File: src/rtl/tmr_pkg.sv
package tmr_pkg;
  typedef enum logic [1:0] {
    A_CTRL   = 2'd0,
    A_MODE   = 2'd1,
    A_CNT_LO = 2'd2,
    A_CNT_HI = 2'd3
  } tmr_addr_e;

  localparam int CB_FALL  = 0;
  localparam int CB_EXT   = 1;
  localparam int CB_IE    = 2;
  localparam int CB_FLAG  = 3;
  localparam int MODE_W   = 3;
endpackage

File: src/rtl/tmr_prescale.sv
module tmr_prescale #(
  parameter int LOG0 = 11,
  parameter int LOG1 = 9,
  parameter int LOG2 = 7,
  parameter int SEL_W = 3
) (
  input  logic             clk_i,
  input  logic             rst_ni,
  input  logic             clr_i,
  input  logic [SEL_W-1:0] sel_i,
  output logic             tick_o
);
  localparam int PW = LOG0;

  logic [PW-1:0] cnt, lim;

  always_comb begin
    case (sel_i)
      SEL_W'(0): lim = PW'((32'd1 << LOG0) - 32'd1);
      SEL_W'(1): lim = PW'((32'd1 << LOG1) - 32'd1);
      default:   lim = PW'((32'd1 << LOG2) - 32'd1);
    endcase
  end

  assign tick_o = (cnt == lim);

  always_ff @(posedge clk_i or negedge rst_ni) begin
    if (!rst_ni)              cnt <= '0;
    else if (clr_i || tick_o) cnt <= '0;
    else                      cnt <= cnt + 1'b1;
  end

  // divider phase never runs past the selected limit
  a_r5_in_range: assert property (@(posedge clk_i) disable iff (!rst_ni)
    cnt <= lim);
  // a restart request puts the phase back at zero
  a_r5_restart: assert property (@(posedge clk_i) disable iff (!rst_ni)
    clr_i |=> (cnt == '0) && !tick_o);
endmodule

File: src/rtl/tmr_edge_sync.sv
module tmr_edge_sync #(
  parameter int SYNC = 2
) (
  input  logic clk_i,
  input  logic rst_ni,
  input  logic ev_i,
  input  logic fall_sel_i,
  output logic pulse_o
);
  logic [SYNC-1:0] sync_q;
  logic            prev_q;
  logic            rise, fall;

  always_ff @(posedge clk_i or negedge rst_ni) begin
    if (!rst_ni) begin
      sync_q <= '0;
      prev_q <= 1'b0;
    end else begin
      sync_q <= {sync_q[SYNC-2:0], ev_i};
      prev_q <= sync_q[SYNC-1];
    end
  end

  assign rise    = sync_q[SYNC-1] & ~prev_q;
  assign fall    = ~sync_q[SYNC-1] & prev_q;
  assign pulse_o = fall_sel_i ? fall : rise;

  // one edge yields one pulse unless the edge selection moved
  a_r7_single_pulse: assert property (@(posedge clk_i) disable iff (!rst_ni)
    pulse_o |=> !pulse_o || (fall_sel_i != $past(fall_sel_i)));
endmodule

File: src/rtl/tmr_count_core.sv
module tmr_count_core #(
  parameter int NW = 4
) (
  input  logic          clk_i,
  input  logic          rst_ni,
  input  logic          inc_i,
  input  logic          hi_we_i,
  input  logic          lo_we_i,
  input  logic [NW-1:0] wdata_i,
  input  logic          flag_clr_i,
  output logic [2*NW-1:0] cnt_o,
  output logic          flag_o
);
  localparam int CW = 2 * NW;

  logic [NW-1:0] hi_stage;
  logic [CW-1:0] latch, cnt;
  logic          flag, ovf;

  assign ovf = inc_i && (cnt == {CW{1'b1}});

  always_ff @(posedge clk_i or negedge rst_ni) begin
    if (!rst_ni) begin
      hi_stage <= '0;
      latch    <= '0;
      cnt      <= '0;
      flag     <= 1'b0;
    end else begin
      if (hi_we_i) hi_stage <= wdata_i;
      if (lo_we_i) latch <= {hi_stage, wdata_i};
      if (ovf)        cnt <= latch;
      else if (inc_i) cnt <= cnt + 1'b1;
      if (ovf)             flag <= 1'b1;
      else if (flag_clr_i) flag <= 1'b0;
    end
  end

  assign cnt_o  = cnt;
  assign flag_o = flag;

  // wrap reloads from the latch and raises the flag
  a_r3_reload: assert property (@(posedge clk_i) disable iff (!rst_ni)
    ovf |=> (cnt == $past(latch)) && flag);
  // ordinary advance steps by one
  a_r2_step: assert property (@(posedge clk_i) disable iff (!rst_ni)
    inc_i && !ovf |=> cnt == $past(cnt) + 1'b1);
  // latch only moves on a low-nibble write
  a_r4_latch_hold: assert property (@(posedge clk_i) disable iff (!rst_ni)
    !lo_we_i |=> $stable(latch));
  // set wins over a same-cycle clear
  a_r8_set_wins: assert property (@(posedge clk_i) disable iff (!rst_ni)
    ovf && flag_clr_i |=> flag);
  // flag is sticky without a clear
  a_r8_sticky: assert property (@(posedge clk_i) disable iff (!rst_ni)
    flag && !flag_clr_i |=> flag);
endmodule

File: src/rtl/nib_reload_timer.sv
module nib_reload_timer #(
  parameter int NIB_W       = 4,
  parameter int PRE_LOG0    = 11,
  parameter int PRE_LOG1    = 9,
  parameter int PRE_LOG2    = 7,
  parameter int SYNC_STAGES = 2
) (
  input  logic             clk_i,
  input  logic             rst_ni,
  input  logic             we_i,
  input  logic [1:0]       addr_i,
  input  logic [NIB_W-1:0] wdata_i,
  output logic [NIB_W-1:0] rdata_o,
  input  logic             ev_i,
  output logic             irq_o,
  output logic             pend_o
);
  import tmr_pkg::*;

  localparam int CW = 2 * NIB_W;

  tmr_addr_e          addr;
  logic               fall_sel, ext_sel, ie;
  logic [MODE_W-1:0]  mode_sel;
  logic               ctrl_we, mode_we, lo_we, hi_we, flag_clr;
  logic               pre_tick, ev_pulse, inc, flag;
  logic [CW-1:0]      cnt;
  logic [NIB_W-1:0]   ctrl_rd;

  assign addr     = tmr_addr_e'(addr_i);
  assign ctrl_we  = we_i && (addr == A_CTRL);
  assign mode_we  = we_i && (addr == A_MODE);
  assign lo_we    = we_i && (addr == A_CNT_LO);
  assign hi_we    = we_i && (addr == A_CNT_HI);
  assign flag_clr = ctrl_we && !wdata_i[CB_FLAG];

  always_ff @(posedge clk_i or negedge rst_ni) begin
    if (!rst_ni) begin
      fall_sel <= 1'b0;
      ext_sel  <= 1'b0;
      ie       <= 1'b0;
      mode_sel <= '0;
    end else begin
      if (ctrl_we) begin
        fall_sel <= wdata_i[CB_FALL];
        ext_sel  <= wdata_i[CB_EXT];
        ie       <= wdata_i[CB_IE];
      end
      if (mode_we) mode_sel <= wdata_i[MODE_W-1:0];
    end
  end

  tmr_prescale #(
    .LOG0(PRE_LOG0), .LOG1(PRE_LOG1), .LOG2(PRE_LOG2), .SEL_W(MODE_W)
  ) u_pre (
    .clk_i(clk_i), .rst_ni(rst_ni), .clr_i(mode_we),
    .sel_i(mode_sel), .tick_o(pre_tick)
  );

  tmr_edge_sync #(.SYNC(SYNC_STAGES)) u_sync (
    .clk_i(clk_i), .rst_ni(rst_ni), .ev_i(ev_i),
    .fall_sel_i(fall_sel), .pulse_o(ev_pulse)
  );

  assign inc = ext_sel ? ev_pulse : pre_tick;

  tmr_count_core #(.NW(NIB_W)) u_core (
    .clk_i(clk_i), .rst_ni(rst_ni), .inc_i(inc),
    .hi_we_i(hi_we), .lo_we_i(lo_we), .wdata_i(wdata_i),
    .flag_clr_i(flag_clr), .cnt_o(cnt), .flag_o(flag)
  );

  always_comb begin
    ctrl_rd          = '0;
    ctrl_rd[CB_FALL] = fall_sel;
    ctrl_rd[CB_EXT]  = ext_sel;
    ctrl_rd[CB_IE]   = ie;
    ctrl_rd[CB_FLAG] = flag;
  end

  always_comb begin
    case (addr)
      A_CTRL:   rdata_o = ctrl_rd;
      A_MODE:   rdata_o = NIB_W'(mode_sel);
      A_CNT_LO: rdata_o = cnt[NIB_W-1:0];
      default:  rdata_o = cnt[CW-1:NIB_W];
    endcase
  end

  assign irq_o  = flag & ie;
  assign pend_o = flag;

  // with the prescaler selected, event pulses leave the count alone
  a_r6_pre_only: assert property (@(posedge clk_i) disable iff (!rst_ni)
    !ext_sel && !pre_tick |=> $stable(cnt));
  // with the event pin selected, prescaler ticks leave the count alone
  a_r6_ev_only: assert property (@(posedge clk_i) disable iff (!rst_ni)
    ext_sel && !ev_pulse |=> $stable(cnt));
  // a clear without a wrap drops the pending line
  a_r8_clear: assert property (@(posedge clk_i) disable iff (!rst_ni)
    flag_clr && !inc |=> !pend_o);
  // interrupt never asserts without pending
  a_r9_gate: assert property (@(posedge clk_i) disable iff (!rst_ni)
    irq_o |-> pend_o);
endmodule

File: config.mk
export PLATFORM = sky130hd
export DESIGN_NAME = nib_reload_timer
export DESIGN_NICKNAME = d
export VERILOG_FILES = /design/src/rtl/tmr_pkg.sv /design/src/rtl/tmr_prescale.sv /design/src/rtl/tmr_edge_sync.sv /design/src/rtl/tmr_count_core.sv /design/src/rtl/nib_reload_timer.sv
export SDC_FILE = /design/constraint.sdc
export NUM_CORES = 1
export LEC_CHECK = 0
export ABC_AREA = 1
export BUFFER_PORTS_ARGS = -buffer_cell sky130_fd_sc_hd__buf_2
export CELL_PAD_IN_SITES_DETAIL_PLACEMENT = 0
export CELL_PAD_IN_SITES_GLOBAL_PLACEMENT = 2
export CORE_MARGIN = 10
export CORE_UTILIZATION = 38
export DETAILED_ROUTE_END_ITERATION = 8
export PLACE_DENSITY = 0.9
export SYNTH_ARGS = -nofsm -noshare
export SYNTH_HDL_FRONTEND = slang
export SYNTH_SLANG_ARGS = --single-unit
File: constraint.sdc
create_clock -name clk_i -period 2 [get_ports clk_i]
set_input_delay 0.3 -clock clk_i [delete_from_list [all_inputs] [get_ports clk_i]]
set_output_delay 0.3 -clock clk_i [all_outputs]
set_load 0.03 [all_outputs]
==> summary.txt <==
Timing
  – Relative slew margins: 69.6%
  – Fin Clk Skew: 0.00271 ns
  – Tightest Pin Transition: 0.455 ns
  – Final setup violating endpoints: 0
  – Setup_tns: 0 ns
  – Tmin final: 1.70 ns
  – Tcrit/Tclk final: 84.8%
  – RSZ-0062 raised after global routing: no
  – Final WS setup: 0.304 ns
  – Max-slew violations: 0
  – Final Hold Fails: 0
  – Fmax: 589 MHz

Synth
  – Most common flop cell mapped by yosys: dfrtp_1
  – Count leader, synth: nand2_1
  – Adder-cell share of the synthesized area: 1.20%
  – Largest family of logic cells by synthesized area: simple AND/OR/NAND/NOR gates
  – Post-Synth Simple-Gate Area: 28.6%
  – Synthesized area: 2080 um2
  – Xor-xnor portion of the synthesized cell area: 1.68%
  – Synth warn: 0
  – Fraction of registers with async set or reset after synthesis: 100%
  – Synthesized area per cell: 8.02 um2
  – Post-synth top area share: 49.2%
  – Post-synth EDFFs: 0
  – Syn nets: 272
  – Syn Inst Count: 260
  – Register area share after synthesis: 49.2%
  – Mux contribution to synthesized area: 0.540%
  – Area leader, netlist: dfrtp_1
  – Number of synthesized register bits: 41
  – Cell variety after synth: 31
  – Post-synthesis compound-gate area fraction: 10.4%
  – Top cells by area, synth: dfrtp_1 49%, nand2_1 14%, inv_1 7.2%, o21ai_0 5.0%, nand3_1 3.4%
  – Synth top cells by count: 76 x nand2_1, 41 x dfrtp_1, 40 x inv_1

Place
  – Worst slack, placed: 0.444 ns
  – GP Congestion: 0.847
  – I/O Buffers: 15
  – Final HPWL DP: 3480 um
  – Placed Area: 2250 um2

Finish
  – Fill count: 559
  – Final Cell Area: 2330 um2
  – Layout cells sized above 1: 13.2%
  – Layout area overhead: 12.0%
  – Register area: 1030 um2
  – Multi-input gate area: 883 um2
  – N_diodes: 0
  – Final nets: 294

Pwr
  – IR drop worst, VDD: 458 uV
  – PD cells: 996 nW/um2
  – Leak pwr: 1.20 nW

Setup path
  – CP Max Fanout: 5
  – CP Class: reg2out
  – Crit path cell chain: a221oi_1 -> o21ai_0 -> buf_2
  – Slowest stage delay, CP: 0.45 ns
  – CP bufs+invs: 1
  – Top Family by Delay on Critical Path: compound AO/OA/AOI/OAI gates
  – Setup crit start kind: flop
  – Slowest cell on crit path: dfrtp_1
  – Crit path DAT: 1.40 ns
  – CP Data Required Time: 1.70 ns
  – Crit. End Element: primary output

Route
  – First-pass DRT Iterations: 4
  – Final wirelength: 4520 um
  – DRT antenna net count: 0
  – DR WL/cell: 12.9 um
  – Iteration-0 DRC Markers: 87
  – Post-route DRC: 0
  – Via count: 1647
  – Vias/cell: 4.69

Floorplan
  – Die height: 94.1 um
  – Core area: 5200 um2
  – # rows: 26
  – Die area: 8850 um2
  – I/O pin cnt: 16
  – Initial Util: 40.0%
  – DIE WIDTH: 94.1 um

Global route
  – Vias in the first global route: 1633
  – Global-route wire length before repair: 8180 um
  – Initial antenna violation count: 0
  – Largest net degree at the start of global routing: 35
  – Total track usage: 11.5%
  – Overflow after GRT: 0

CTS
  – TritonCTS clock tree: yes
  – Worst-path clk slew: 0.07 ns
  – Max H-tree Level: 2
  – CTS sink cnt: 41
  – Post-CTS Setup Inserts: 0
  – Clock Tree Root: clkbuf_8
  – Clk buf depth: 2
  – Clk Latency, worst-skew pair: 0.28 ns
  – Total CTS buffers: 5

Outcome
  – Status: finished, final reports clean

Worst hold path
  – Hold Crit Class: in2reg

Run
  – Number of max-cap violations: 0
==> worst paths after layout <==
kind                                  start          endpoint  slack (ns)  cells after the start
setup / recovery            u_core.cnt_o[2]        rdata_o[2]        0.30                      3
hold / removal                         ev_i  u_sync.sync_q[0]        0.13                      1
setup reg to reg               u_pre.cnt[0]   u_core.cnt_o[7]        0.45                      8
hold reg to reg            u_sync.sync_q[0]  u_sync.sync_q[1]        0.35                      0
max in group asynchronous            rst_ni   u_core.latch[6]        1.15                      3
min in group asynchronous            rst_ni  u_sync.sync_q[1]        0.40                      2
==> where the power goes <==
group	internal, mW	switching (mW)
Sequential	1.00	0.160
Combinational	0.253	0.419
Clock	0.230	0.261
==> metrics by stage <==
stage,power [mW],instances,hold slack (ns),utilization (%)
finish,2.33,351,0.128,44.9
global route,2.53,351,0.110,44.9
CTS,2.36,351,0.117,44.9
detailed placement,1.86,344,0.168,43.2
global placement,1.86,344,0.173,43.2
floorplan,1.66,260,0.00441,-
==> placed cells by master, fill, tap and decap left out, types with 2 or more instances in the layout <==
cell type / n
clkbuf_8: 5
nor2_2: 3
dfrtp_1: 41
ha_1: 2
clkinv_2: 2
inv_1: 40
o21ai_1: 6
nand3_1: 14
o21ai_0: 21
nor3_1: 4
nand2_1: 76
nor3_2: 2
xor2_1: 2
xnor2_1: 2
nand3b_1: 2
a21oi_1: 10
nor2_1: 18
nand2_2: 2
buf_2: 15
==> timing repair <==
item,in CTS,in global routing
hold buffers,1,0
gates resized for setup,0,0
endpoints found under the hold margin,7,0
setup endpoints to repair,0,0
==> layer usage <==
layer / global-route usage, % / vias up / wire length, um
met2: 16.3 / 23 / 1830
met5: 0 / - / 0
met3: 3.12 / 4 / 186
met4: 3.42 / 0 / 39
li1: - / 872 / -
met1: 16.6 / 748 / 2460
==> area by class of cell <==
| cell class | instances | area share (%) |
|---|---|---|
| flip-flops and latches | 41 | 43.9 |
| multi-input cells | 175 | 37.8 |
| inverters | 42 | 6.81 |
| repair buffers | 17 | 4.50 |
| well taps | 70 | 3.75 |
| clock buffers | 5 | 2.95 |
| clock inverters | 1 | 0.214 |
==> state kept, by name, indices dropped and copies added (netlist names) <==
register / flops
mode_sel: 3
ext_sel: 1
u_core.cnt_o: 8
u_sync.prev_q: 1
u_core.flag_o: 1
ie: 1
u_core.hi_stage: 4
u_core.latch: 8
u_pre.cnt: 11
u_sync.sync_q: 2
fall_sel: 1
==> logic make-up (layout without fill, tap and decap cells) <==
| group | count (synthesis) | after routing |
|---|---|---|
| adders and majority gates | 2 | 2 |
| buffers and inverters | 44 | 65 |
| and+or+nand+nor | 127 | 127 |
| muxes | 1 | 1 |
| DFF | 41 | 41 |
| AOI/OAI and AO/OA | 41 | 41 |
| xor gates and xnor gates | 4 | 4 |
Note: power is estimated with default switching activity, not from simulation.
